File: src/rtl/ofm_pkg.sv
package ofm_pkg;

  function automatic int unsigned period_limit(input int unsigned ref_hz,
                                               input int unsigned min_hz);
    int unsigned q;
    q = ref_hz / min_hz;
    if (q < 2) q = 2;
    return q;
  endfunction

  function automatic int unsigned width_for(input int unsigned max_val);
    int unsigned w;
    w = $clog2(max_val + 1);
    if (w < 1) w = 1;
    return w;
  endfunction

endpackage

File: src/rtl/ofm_edge_sync.sv
module ofm_edge_sync #(
  parameter int unsigned STAGES = 2
) (
  input  logic clk,
  input  logic rst,
  input  logic async_in,
  output logic rise
);
  logic [STAGES-1:0] chain_q;
  logic              last_q;

  always_ff @(posedge clk) begin
    if (rst) chain_q[0] <= 1'b0;
    else     chain_q[0] <= async_in;
  end

  for (genvar i = 1; i < STAGES; i++) begin : g_stage
    always_ff @(posedge clk) begin
      if (rst) chain_q[i] <= 1'b0;
      else     chain_q[i] <= chain_q[i-1];
    end
  end

  always_ff @(posedge clk) begin
    if (rst) last_q <= 1'b0;
    else     last_q <= chain_q[STAGES-1];
  end

  assign rise = chain_q[STAGES-1] & ~last_q;
endmodule

File: src/rtl/ofm_gap_timer.sv
module ofm_gap_timer #(
  parameter int unsigned LIMIT = 16
) (
  input  logic clk,
  input  logic rst,
  input  logic restart,
  output logic trip
);
  localparam int unsigned CW   = ofm_pkg::width_for(LIMIT);
  localparam logic [CW-1:0] LAST = CW'(LIMIT - 1);

  logic [CW-1:0] gap_q;

  always_ff @(posedge clk) begin
    if (rst || restart)   gap_q <= '0;
    else if (gap_q != LAST) gap_q <= gap_q + 1'b1;
  end

  assign trip = ~restart & (gap_q == LAST);
endmodule

File: src/rtl/ofm_hold_stretch.sv
module ofm_hold_stretch #(
  parameter int unsigned HOLD = 64
) (
  input  logic clk,
  input  logic rst,
  input  logic trip,
  output logic req,
  output logic pulse
);
  localparam int unsigned HW = ofm_pkg::width_for(HOLD);
  localparam logic [HW-1:0] HEND = HW'(HOLD - 1);

  logic [HW-1:0] held_q;

  always_ff @(posedge clk) begin
    if (rst) begin
      req    <= 1'b0;
      pulse  <= 1'b0;
      held_q <= '0;
    end else begin
      pulse <= trip & ~req;
      if (!req) begin
        if (trip) begin
          req    <= 1'b1;
          held_q <= '0;
        end
      end else if (held_q == HEND) begin
        req <= 1'b0;
      end else begin
        held_q <= held_q + 1'b1;
      end
    end
  end
endmodule

File: src/rtl/osc_fail_monitor.sv
module osc_fail_monitor #(
  parameter int unsigned REF_HZ      = 50_000_000,
  parameter int unsigned MIN_HZ      = 20_000,
  parameter int unsigned HOLD_CYCLES = 64,
  parameter int unsigned SYNC_STAGES = 2
) (
  input  logic clk,
  input  logic rst,
  input  logic mon_clk,
  input  logic det_en,
  input  logic stop_mode,
  input  logic ring_sel,
  output logic fail_rst_req,
  output logic fail_pulse
);
  localparam int unsigned LIMIT = ofm_pkg::period_limit(REF_HZ, MIN_HZ);

  logic mon_rise;
  logic armed_q;
  logic armed_prev_q;
  logic restart;
  logic trip;

  ofm_edge_sync #(.STAGES(SYNC_STAGES)) u_sync (
    .clk      (clk),
    .rst      (rst),
    .async_in (mon_clk),
    .rise     (mon_rise)
  );

  // Armed only when enabled and no deliberate clock halt is in effect.
  always_ff @(posedge clk) begin
    if (rst) begin
      armed_q      <= 1'b0;
      armed_prev_q <= 1'b0;
    end else begin
      armed_q      <= det_en & ~stop_mode & ~ring_sel;
      armed_prev_q <= armed_q;
    end
  end

  // Any change of arming, a monitored edge or an active request clears the gap.
  assign restart = ~armed_q | (armed_q ^ armed_prev_q) | mon_rise | fail_rst_req;

  ofm_gap_timer #(.LIMIT(LIMIT)) u_gap (
    .clk     (clk),
    .rst     (rst),
    .restart (restart),
    .trip    (trip)
  );

  ofm_hold_stretch #(.HOLD(HOLD_CYCLES)) u_hold (
    .clk   (clk),
    .rst   (rst),
    .trip  (trip),
    .req   (fail_rst_req),
    .pulse (fail_pulse)
  );
endmodule

File: config.mk
export PLATFORM = sky130hd
export DESIGN_NAME = osc_fail_monitor
export DESIGN_NICKNAME = d
export VERILOG_FILES = /design/src/rtl/ofm_pkg.sv /design/src/rtl/ofm_edge_sync.sv /design/src/rtl/ofm_gap_timer.sv /design/src/rtl/ofm_hold_stretch.sv /design/src/rtl/osc_fail_monitor.sv
export SDC_FILE = /design/constraint.sdc
export NUM_CORES = 1
export LEC_CHECK = 0
export BUFFER_PORTS_ARGS = -buffer_cell sky130_fd_sc_hd__buf_2
export CAP_MARGIN = 20
export CORE_MARGIN = 5
export CORE_UTILIZATION = 32
export CTS_CLUSTER_SIZE = 8
export DETAILED_ROUTE_END_ITERATION = 8
export SETUP_SLACK_MARGIN = 0.02
export SYNTH_ARGS = -nofsm -noshare
export SYNTH_HDL_FRONTEND = slang
export SYNTH_HIERARCHICAL = 1
export SYNTH_SLANG_ARGS = --single-unit
File: constraint.sdc
create_clock -name clk -period 2.75 [get_ports clk]
set_input_delay 0.1375 -clock clk [delete_from_list [all_inputs] [get_ports clk]]
set_output_delay 0.1375 -clock clk [all_outputs]
set_load 0.05 [all_outputs]
==> run metrics, run 1 <==
status complete, no violations; Die W 70.4 µm; synthesized net count 128; core area 3610 µm²; clock network fraction of total power 0.446; Placer Congestion 0.684; first-pass GRT wire length 4050 µm; Yosys top cell area share 0.446; Initial Utilization 0.323; DRT iter0 DRCs 51; final setup margin 776 ps; io pins 8; CTS clk-pin slew, worst paths 90 ps; Hold Buf Count CTS 0; Root Driver clkbuf_8; Leak 0.000488 µW; HPWL after DPL 1610 µm; H-tree depth 1; startpoint class of the critical path flop; CTS tree done; worst path required time 2910 ps; endpoints failing setup 0; Avg Cell Area, Syn 9.72 µm²; Primary FF master, synth dfxtp_1; TritonCTS Buffers 3; total global routing track utilization 0.101; ANT cells 0; Row Count 22; fin area 1320 µm²; final worst-path cycle share 0.718; Switching Fraction 0.179; post-synthesis sequential area ratio 0.446; HP Class input port to flop; buffers plus inverters on the worst setup path 0; Synth warnings 6; Worst Path Max Fanout 5; max cap viols 0; power per cell area 533 nW/µm²; combinational share of power 0.016; kind of critical path flop to flop; Worst slew margin 0.762; cells after synthesis 120; CP Capture Type flop; share of cells above drive strength 1 0.163; Clock Latency Late Sink 270 ps; post-CTS sizing 0; post-layout minimum cycle time 1970 ps; CP Data Arrival Time 2130 ps; crit-path max cell delay 570 ps; first-pass iteration count of the detailed router 4; Post-CTS Setup Bufs 0; synthesized flop and latch total 26; NumNets Final 138; fin util 0.366; r2r worst-path depth 5; setup TNS 0 ps; CP top delay family simple AND/OR/NAND/NOR gates; cell internal pwr 578 µW; final hold viol count 0; Clock Sinks 26; antenna violations before repair 0; Max Freq 506 MHz; dpl cell area 1250 µm²; EDFF count, synth 0; Die Footprint 4950 µm²; vias after detailed routing 936; net switching power 126 µW; hold_ws 20.6 ps; port bufs 7; Die Y 70.4 µm; RSZ-0062 raised after global routing no; vias in the first global route 881; Worst Tran Pin Value 354 ps; DRC 0; worst clock skew 2.93 ps; dpl ws 797 ps; Post-synth ARST share 0; Yosys top cell by area dfxtp_1; P&R area growth vs syn 13.3%; Slowest cell on crit path or4b_4; global route overflow 0; DR vias/cell 5.29; max-slew violations 0; Cell Chain, Critical Path or4b_4 -> nor4_1 -> or2b_2 -> nand2_1 -> a211oi_1; maximum buffer depth of the clock tree 2; mapped cell area 1170 µm²; most common cell in the netlist dfxtp_1; leading post-synthesis cells by cell area dfxtp_1 (45%), nand2_1 (3.2%), or3_1 (3.2%); Worst Hold Depth 2; WL/cell 12.3 µm; largest net degree at the start of global routing 16; Flop pwr share 0.538; Synth cell types 44; top post-synthesis cells by count dfxtp_1 (26), nand2_1 (10), nor2_1 (8); antenna viol nets, final 0; Crit path depth 5; Worst IR Drop VDD 0.184 mV; Post-Route WL 2180 µm
==> cell usage in the layout, fill, tap and decap left out, types with 2 or more instances in the layout <==
cell type   n
a211oi_1    2
a21oi_1     7
a31oi_1     2
buf_2       7
clkbuf_8    3
dfxtp_1    26
ha_1        2
inv_1       2
mux2i_1     2
nand2_1    10
nand3_1     5
nand4_1     2
nor2_1      8
nor2b_1     4
nor3_1      2
o2111a_1    2
o211a_1     2
o21ai_0     3
o21ai_1     2
o31ai_1     3
or3_1       6
or4_1       3
xor2_1      2
==> per-layer routing <==
layer	wire [µm]	GRT usage	vias to the layer above
met4	39	0.0596	0
li1	-	-	474
met3	78	0.0273	4
met1	952	0.119	440
met5	0	0	-
met2	1110	0.161	18
==> layout make-up <==
type | instances | area, µm²
inverters | 2 | 7.51
multi-input cells | 90 | 627
clock inverters | 1 | 30.0
well taps | 48 | 60.1
flip-flops and latches | 26 | 520
clock buffers | 3 | 41.3
fillers | 368 | 2280
repair buffers | 7 | 35.0
==> metrics by stage <==
stage | std cells | power [µW]
2_1_floorplan | 120 | 393
3_3_place_gp | 173 | 399
3_5_place_dp | 173 | 399
4_1_cts | 177 | 717
5_1_grt | 177 | 733
6_report | 177 | 705
==> final timing paths <==
path / from / to / slack, ps
hold reg to reg: u_sync/chain_q[0]$_SDFF_PP0_ / u_sync/chain_q[1]$_SDFF_PP0_ / 450
setup / recovery: u_gap/gap_q[4]$_SDFFE_PP0P_ / u_hold/held_q[2]$_SDFFE_PP0P_ / 780
setup reg to reg: u_gap/gap_q[4]$_SDFFE_PP0P_ / u_hold/held_q[2]$_SDFFE_PP0P_ / 780
hold / removal: stop_mode / armed_q$_SDFF_PP0_ / 20
==> cell families after synthesis <==
kind of cell | Yosys count | share of synthesized area
flops | 26 | 0.446
xor+xnor | 2 | 0.0150
simple gates | 55 | 0.307
fa+ha+maj | 2 | 0.0215
buf+inv | 4 | 0.0161
mux | 2 | 0.0172
compound gates | 29 | 0.177
==> registers in the layout (all words and copies together), names as in the netlist <==
signal	cells
u_gap/gap_q	12
u_sync/chain_q	2
armed_q	1
u_sync/last_q	1
u_hold/held_q	7
u_hold/req	1
u_hold/pulse	1
armed_prev_q	1
==> power by group through the flow <==
| stage | clock network, µW | registers [µW] | logic (µW) |
|---|---|---|---|
| 2_1_floorplan | 0 | 388 | 4.81 |
| 3_3_place_gp | 0 | 388 | 11.1 |
| 3_5_place_dp | 0 | 388 | 11.4 |
| 4_1_cts | 326 | 379 | 11.4 |
| 5_1_grt | 341 | 380 | 13.2 |
| 6_report | 314 | 379 | 11.1 |
Note: power is estimated with default switching activity, not from simulation.
==> inputs of run 2 (changes only) <==
==> constraint.sdc (replaced) <==
create_clock -name clk -period 1.6 [get_ports clk]
set_input_delay 0.08 -clock clk [delete_from_list [all_inputs] [get_ports clk]]
set_output_delay 0.08 -clock clk [all_outputs]
set_load 0.05 [all_outputs]
==> run metrics, run 2 (synthesized netlist as in run 1, its figures left out) <==
final setup margin -16.7 ps; largest reg by FF count u_gap/gap_q; HPWL after DPL 1730 µm; leading cell types in the layout, fill and taps excluded dfxtp_1 (24), buf_4 (16), nand2_1 (9); Max Freq 619 MHz; Die Footprint 4950 µm²; CTS clk-pin slew, worst paths 90 ps; H-tree depth 1; net switching power 214 µW; share of cells above drive strength 1 0.293; clock network fraction of total power 0.442; CP Data Arrival Time 1750 ps; Root Driver clkbuf_8; io pins 8; final worst-path cycle share 1.01; buffers plus inverters on the worst setup path 0; vias after detailed routing 993; Regs by FF count u_gap/gap_q x12, u_hold/held_q x7, u_sync/chain_q x2; first-pass GRT wire length 4350 µm; antenna viol nets, final 0; hold_ws 11.8 ps; Overall Power 1210 µW; core area 3610 µm²; Worst slew margin 0.789; cell internal pwr 997 µW; status finished with violations; Leak 0.000589 µW; worst path required time 1740 ps; total global routing track utilization 0.107; max-slew violations 0; Flop pwr share 0.539; crit-path max cell delay 570 ps; first-pass iteration count of the detailed router 4; ANT cells 0; Row Count 22; non-filler cells, final 195; Post-Route WL 2420 µm; Cell Chain, Critical Path or4b_4 -> nor4_4 -> or2b_4 -> nand3_1 -> a41oi_1; fin area 1510 µm²; Slowest cell on crit path or4b_4; endpoints failing setup 5; Placer Congestion 0.799; CP Capture Type flop; TritonCTS Buffers 3; Worst Tran Pin Value 317 ps; Initial Utilization 0.323; post-layout minimum cycle time 1620 ps; max reg flops 12; global route overflow 0; power per cell area 801 nW/µm²; DR vias/cell 5.09; dpl cell area 1380 µm²; setup TNS -57.9 ps; Worst IR Drop VDD 0.382 mV; Die W 70.4 µm; Clock Latency Late Sink 270 ps; worst clock skew 5.15 ps; RSZ-0062 raised after global routing yes; Placed Cells 188; port bufs 7; P&R area growth vs syn 29.7%; commonest non-fill, non-tap cell in the layout dfxtp_1; Worst Path Max Fanout 3; DRC 0; antenna violations before repair 0; startpoint class of the critical path flop; DRT iter0 DRCs 17; largest net degree at the start of global routing 16; maximum buffer depth of the clock tree 2; CP top delay family simple AND/OR/NAND/NOR gates; final hold viol count 0; HP Class input port to flop; kind of critical path flop to flop; max cap viols 0; Die Y 70.4 µm; combinational share of power 0.019; NumNets Final 156; violated checks negative setup slack; CTS tree done; Clock Sinks 26; vias in the first global route 997; Switching Fraction 0.177; WL/cell 12.4 µm
run 2: cell count changes in the layout (fill, tap and decap cells not counted), sizes merged:
cell	previous run	this run
buf	7	23
dlygate4sd3	0	2
run 2: timing repair:
item                                   CTS  global route
setup endpoints to repair                5             9
hold buffers                             2             0
pin swaps                                1             0
setup buffers                            1             0
endpoints found under the hold margin    1             0
resized for setup                        2             2
run 2: power groups by stage:
stage / Sequential [µW] / Combinational (µW) / Clock [µW]
after global placement: 667 / 19.8 / 0
after CTS: 653 / 23.6 / 553
after detailed placement: 667 / 20.0 / 0
after global routing: 653 / 26.0 / 581
final: 652 / 23.1 / 536
after floorplan: 667 / 8.85 / 0
run 2: area by class of cell:
cell class | instances | area (µm²)
clock buffer | 3 | 41.3
tap | 48 | 60.1
multi-input combinational | 90 | 676
sequential | 26 | 523
clock inverter | 1 | 30.0
inverter | 2 | 7.51
fill | 352 | 2090
timing repair buffer | 25 | 175
run 2: stage by stage:
stage / setup WS [ps] / util
after detailed placement: -24.9 / 0.382
after global placement: -18.2 / 0.382
after global routing: -83.8 / 0.420
final: -16.7 / 0.420
after CTS: -20.2 / 0.416
after floorplan: 17.9 / -
run 2: layer usage:
| layer | track usage | routed length, µm | up-vias |
|---|---|---|---|
| met2 | 0.191 | 1260 | 9 |
| met3 | 0.0187 | 48 | 2 |
| li1 | - | - | 510 |
| met4 | 0.0511 | 36 | 0 |
| met5 | 0 | 0 | - |
| met1 | 0.122 | 1080 | 472 |
run 2: final timing paths:
path | end | cells after the start | slack [ps] | from
worst max-delay path | u_hold/held_q[6]$_SDFFE_PP0P_ | 5 | -20 | u_gap/gap_q[9]$_SDFFE_PP0P_
worst min-delay path | u_sync/chain_q[0]$_SDFF_PP0_ | 2 | 10 | mon_clk
worst max register to register | u_hold/held_q[6]$_SDFFE_PP0P_ | 5 | -20 | u_gap/gap_q[9]$_SDFFE_PP0P_
worst min register to register | u_sync/chain_q[1]$_SDFF_PP0_ | 1 | 460 | u_sync/chain_q[0]$_SDFF_PP0_
==> inputs of run 3 (changes only) <==
--- a/config.mk
+++ b/config.mk
@@ -5,9 +5,9 @@
 export SDC_FILE = /design/constraint.sdc
 export NUM_CORES = 1
 export LEC_CHECK = 0
+export ABC_AREA = 1
 export BUFFER_PORTS_ARGS = -buffer_cell sky130_fd_sc_hd__buf_2
 export CAP_MARGIN = 20
-export CORE_MARGIN = 5
 export CORE_UTILIZATION = 32
 export CTS_CLUSTER_SIZE = 8
 export DETAILED_ROUTE_END_ITERATION = 8
==> run metrics, run 3 <==
io pins 8; max reg flops 12; max-slew violations 0; Worst Tran Pin Value 324 ps; power per cell area 779 nW/µm²; largest reg by FF count u_gap/gap_q; M1 WL 1360 µm; cell internal pwr 995 µW; status complete, no violations; H-tree depth 1; met3 routed WL 86 µm; Placer Congestion 0.808; ANT cells 0; core area 4030 µm²; CP Capture Type flop; worst clock skew 1.26 ps; synthesized net count 196; multi-input logic area 709 µm²; hold_ws 29.5 ps; WL/cell 10.0 µm; vias in the first global route 1030; Post-Route WL 2550 µm; final worst-path cycle share 0.951; commonest non-fill, non-tap cell in the layout nand2_1; Synth cell types 29; global route overflow 0; combinational share of power 0.019; first-pass GRT wire length 4400 µm; mux cell area share after synthesis 0; Worst slew margin 0.783; max cap viols 0; Leak 0.000619 µW; EDFF count, synth 0; final setup margin 77.7 ps; final hold viol count 0; post-synthesis sequential area ratio 0.383; Synth Area in Simple Gates 0.406; Row Count 23; TritonCTS Buffers 3; Initial Utilization 0.337; startpoint class of the critical path flop; Clock Latency Late Sink 270 ps; Switching Fraction 0.188; Max Freq 657 MHz; Primary FF master, synth dfxtp_1; DRT iter0 DRCs 44; Post-Synth XOR/XNOR Area 0.00645; kind of critical path flop to flop; Filler Cell Count 419; vias after detailed routing 1174; Synth warnings 6; leading post-synthesis cells by cell area dfxtp_1 (38%), nand2_1 (10%), nand3_1 (7.0%); DR vias/cell 4.60; Flop pwr share 0.532; post-synthesis adder-cell area fraction 0.0184; share of cells above drive strength 1 0.205; synthesized flop and latch total 26; Regs by FF count u_gap/gap_q x12, u_hold/held_q x7, u_sync/chain_q x2; Worst IR Drop VDD 0.288 mV; fin util 0.390; NumNets Final 214; endpoints failing setup 0; DRC 0; net switching power 230 µW; Root Driver clkbuf_8; Post-CTS Setup Bufs 0; Die W 67.2 µm; Avg Cell Area, Syn 7.23 µm²; CP Data Arrival Time 1730 ps; HPWL after DPL 1920 µm; P&R area growth vs syn 15.7%; clock network fraction of total power 0.449; uppermost layer routed met4; maximum buffer depth of the clock tree 2; RSZ-0062 raised after global routing no; Worst Path Max Fanout 7; most common cell in the netlist nand2_1; routed length on met2 1080 µm; largest net degree at the start of global routing 16; first-pass iteration count of the detailed router 4; Placed Cells 250; antenna viol nets, final 0; largest family of logic cells by synthesized area simple AND/OR/NAND/NOR gates; setup TNS 0 ps; Die Y 67.2 µm; dpl ws 96.5 ps; total global routing track utilization 0.127; FF/Latch Area 522 µm²; Die Footprint 4510 µm²; CTS tree done; Synth Area in Compound Gates 0.0912; non-filler cells, final 255; Clock Sinks 26; leading cell types in the layout, fill and taps excluded nand2_1 (38), dfxtp_1 (25), inv_1 (24); post-layout minimum cycle time 1520 ps; Post-synth ARST share 0; antenna violations before repair 0; Yosys top cell by area dfxtp_1; CTS clk-pin slew, worst paths 90 ps; Yosys top cell area share 0.383; worst path required time 1810 ps; port bufs 7; mapped cell area 1360 µm²; HP Class input port to flop; cells after synthesis 188; top post-synthesis cells by count nand2_1 (38), dfxtp_1 (26), inv_1 (24)
## run 3: layer usage
layer	GRT usage	vias to the layer above
met5	0	-
met1	0.178	509
li1	-	637
met4	0.0505	0
met2	0.194	26
met3	0.0203	2
## run 3: path summary, 6_finish.rpt
| kind | startpoint | end | slack (ps) | cells past startpoint |
|---|---|---|---|---|
| worst max-delay path | u_gap/gap_q[4]$_SDFFE_PP0P_ | u_hold/held_q[3]$_SDFFE_PP0P_ | 80 | 9 |
| worst min-delay path | ring_sel | armed_q$_SDFF_PP0_ | 30 | 4 |
| worst max register to register | u_gap/gap_q[4]$_SDFFE_PP0P_ | u_hold/held_q[3]$_SDFFE_PP0P_ | 80 | 9 |
| worst min register to register | u_sync/chain_q[0]$_SDFF_PP0_ | u_sync/chain_q[1]$_SDFF_PP0_ | 410 | 2 |
## run 3: area by class of cell
type / count / share of cell area
repair buffers: 15 / 0.0621
clock inverters: 1 / 0.0191
inverters: 29 / 0.0700
multi-input cells: 131 / 0.451
well taps: 50 / 0.0398
flip-flops and latches: 26 / 0.332
clock buffers: 3 / 0.0263
## run 3: kinds of logic (layout without fill, tap and decap cells)
group,after synthesis,after routing
adder cells (fa/ha/maj),2,2
buffers and inverters,31,48
AO/OA/AOI/OAI,23,23
flip-flops,26,26
XOR/XNOR,1,1
AND/OR/NAND/NOR,105,105
## run 3: critical path, cell delays in order (launching register included)
cell     delay [ps]
dfxtp_2         350
or2_2           300
nor3_1          150
nand2_1          80
nor3_2          100
buf_4           160
nand2_8          70
nand2_4          80
nand2_1          50
a21oi_1         110
## run 3: per-stage QoR
stage | area (µm²) | power [µW]
floorplan | 1360 | 676
global placement | 1490 | 687
detailed placement | 1490 | 688
CTS | 1570 | 1250
global route | 1570 | 1280
finish | 1570 | 1220
## run 3: power by group through the flow
stage | clock network, µW | registers (µW) | logic, µW
floorplan | 0 | 667 | 9.13
global placement | 0 | 667 | 20.6
detailed placement | 0 | 667 | 20.9
CTS | 571 | 652 | 22.9
global route | 600 | 652 | 26.8
finish | 550 | 652 | 22.7
## run 3: repair_timing
item,CTS,global route
gates resized for setup,0,1
endpoints found under the hold margin,1,0
setup endpoints to repair,0,2
hold buffers,1,0
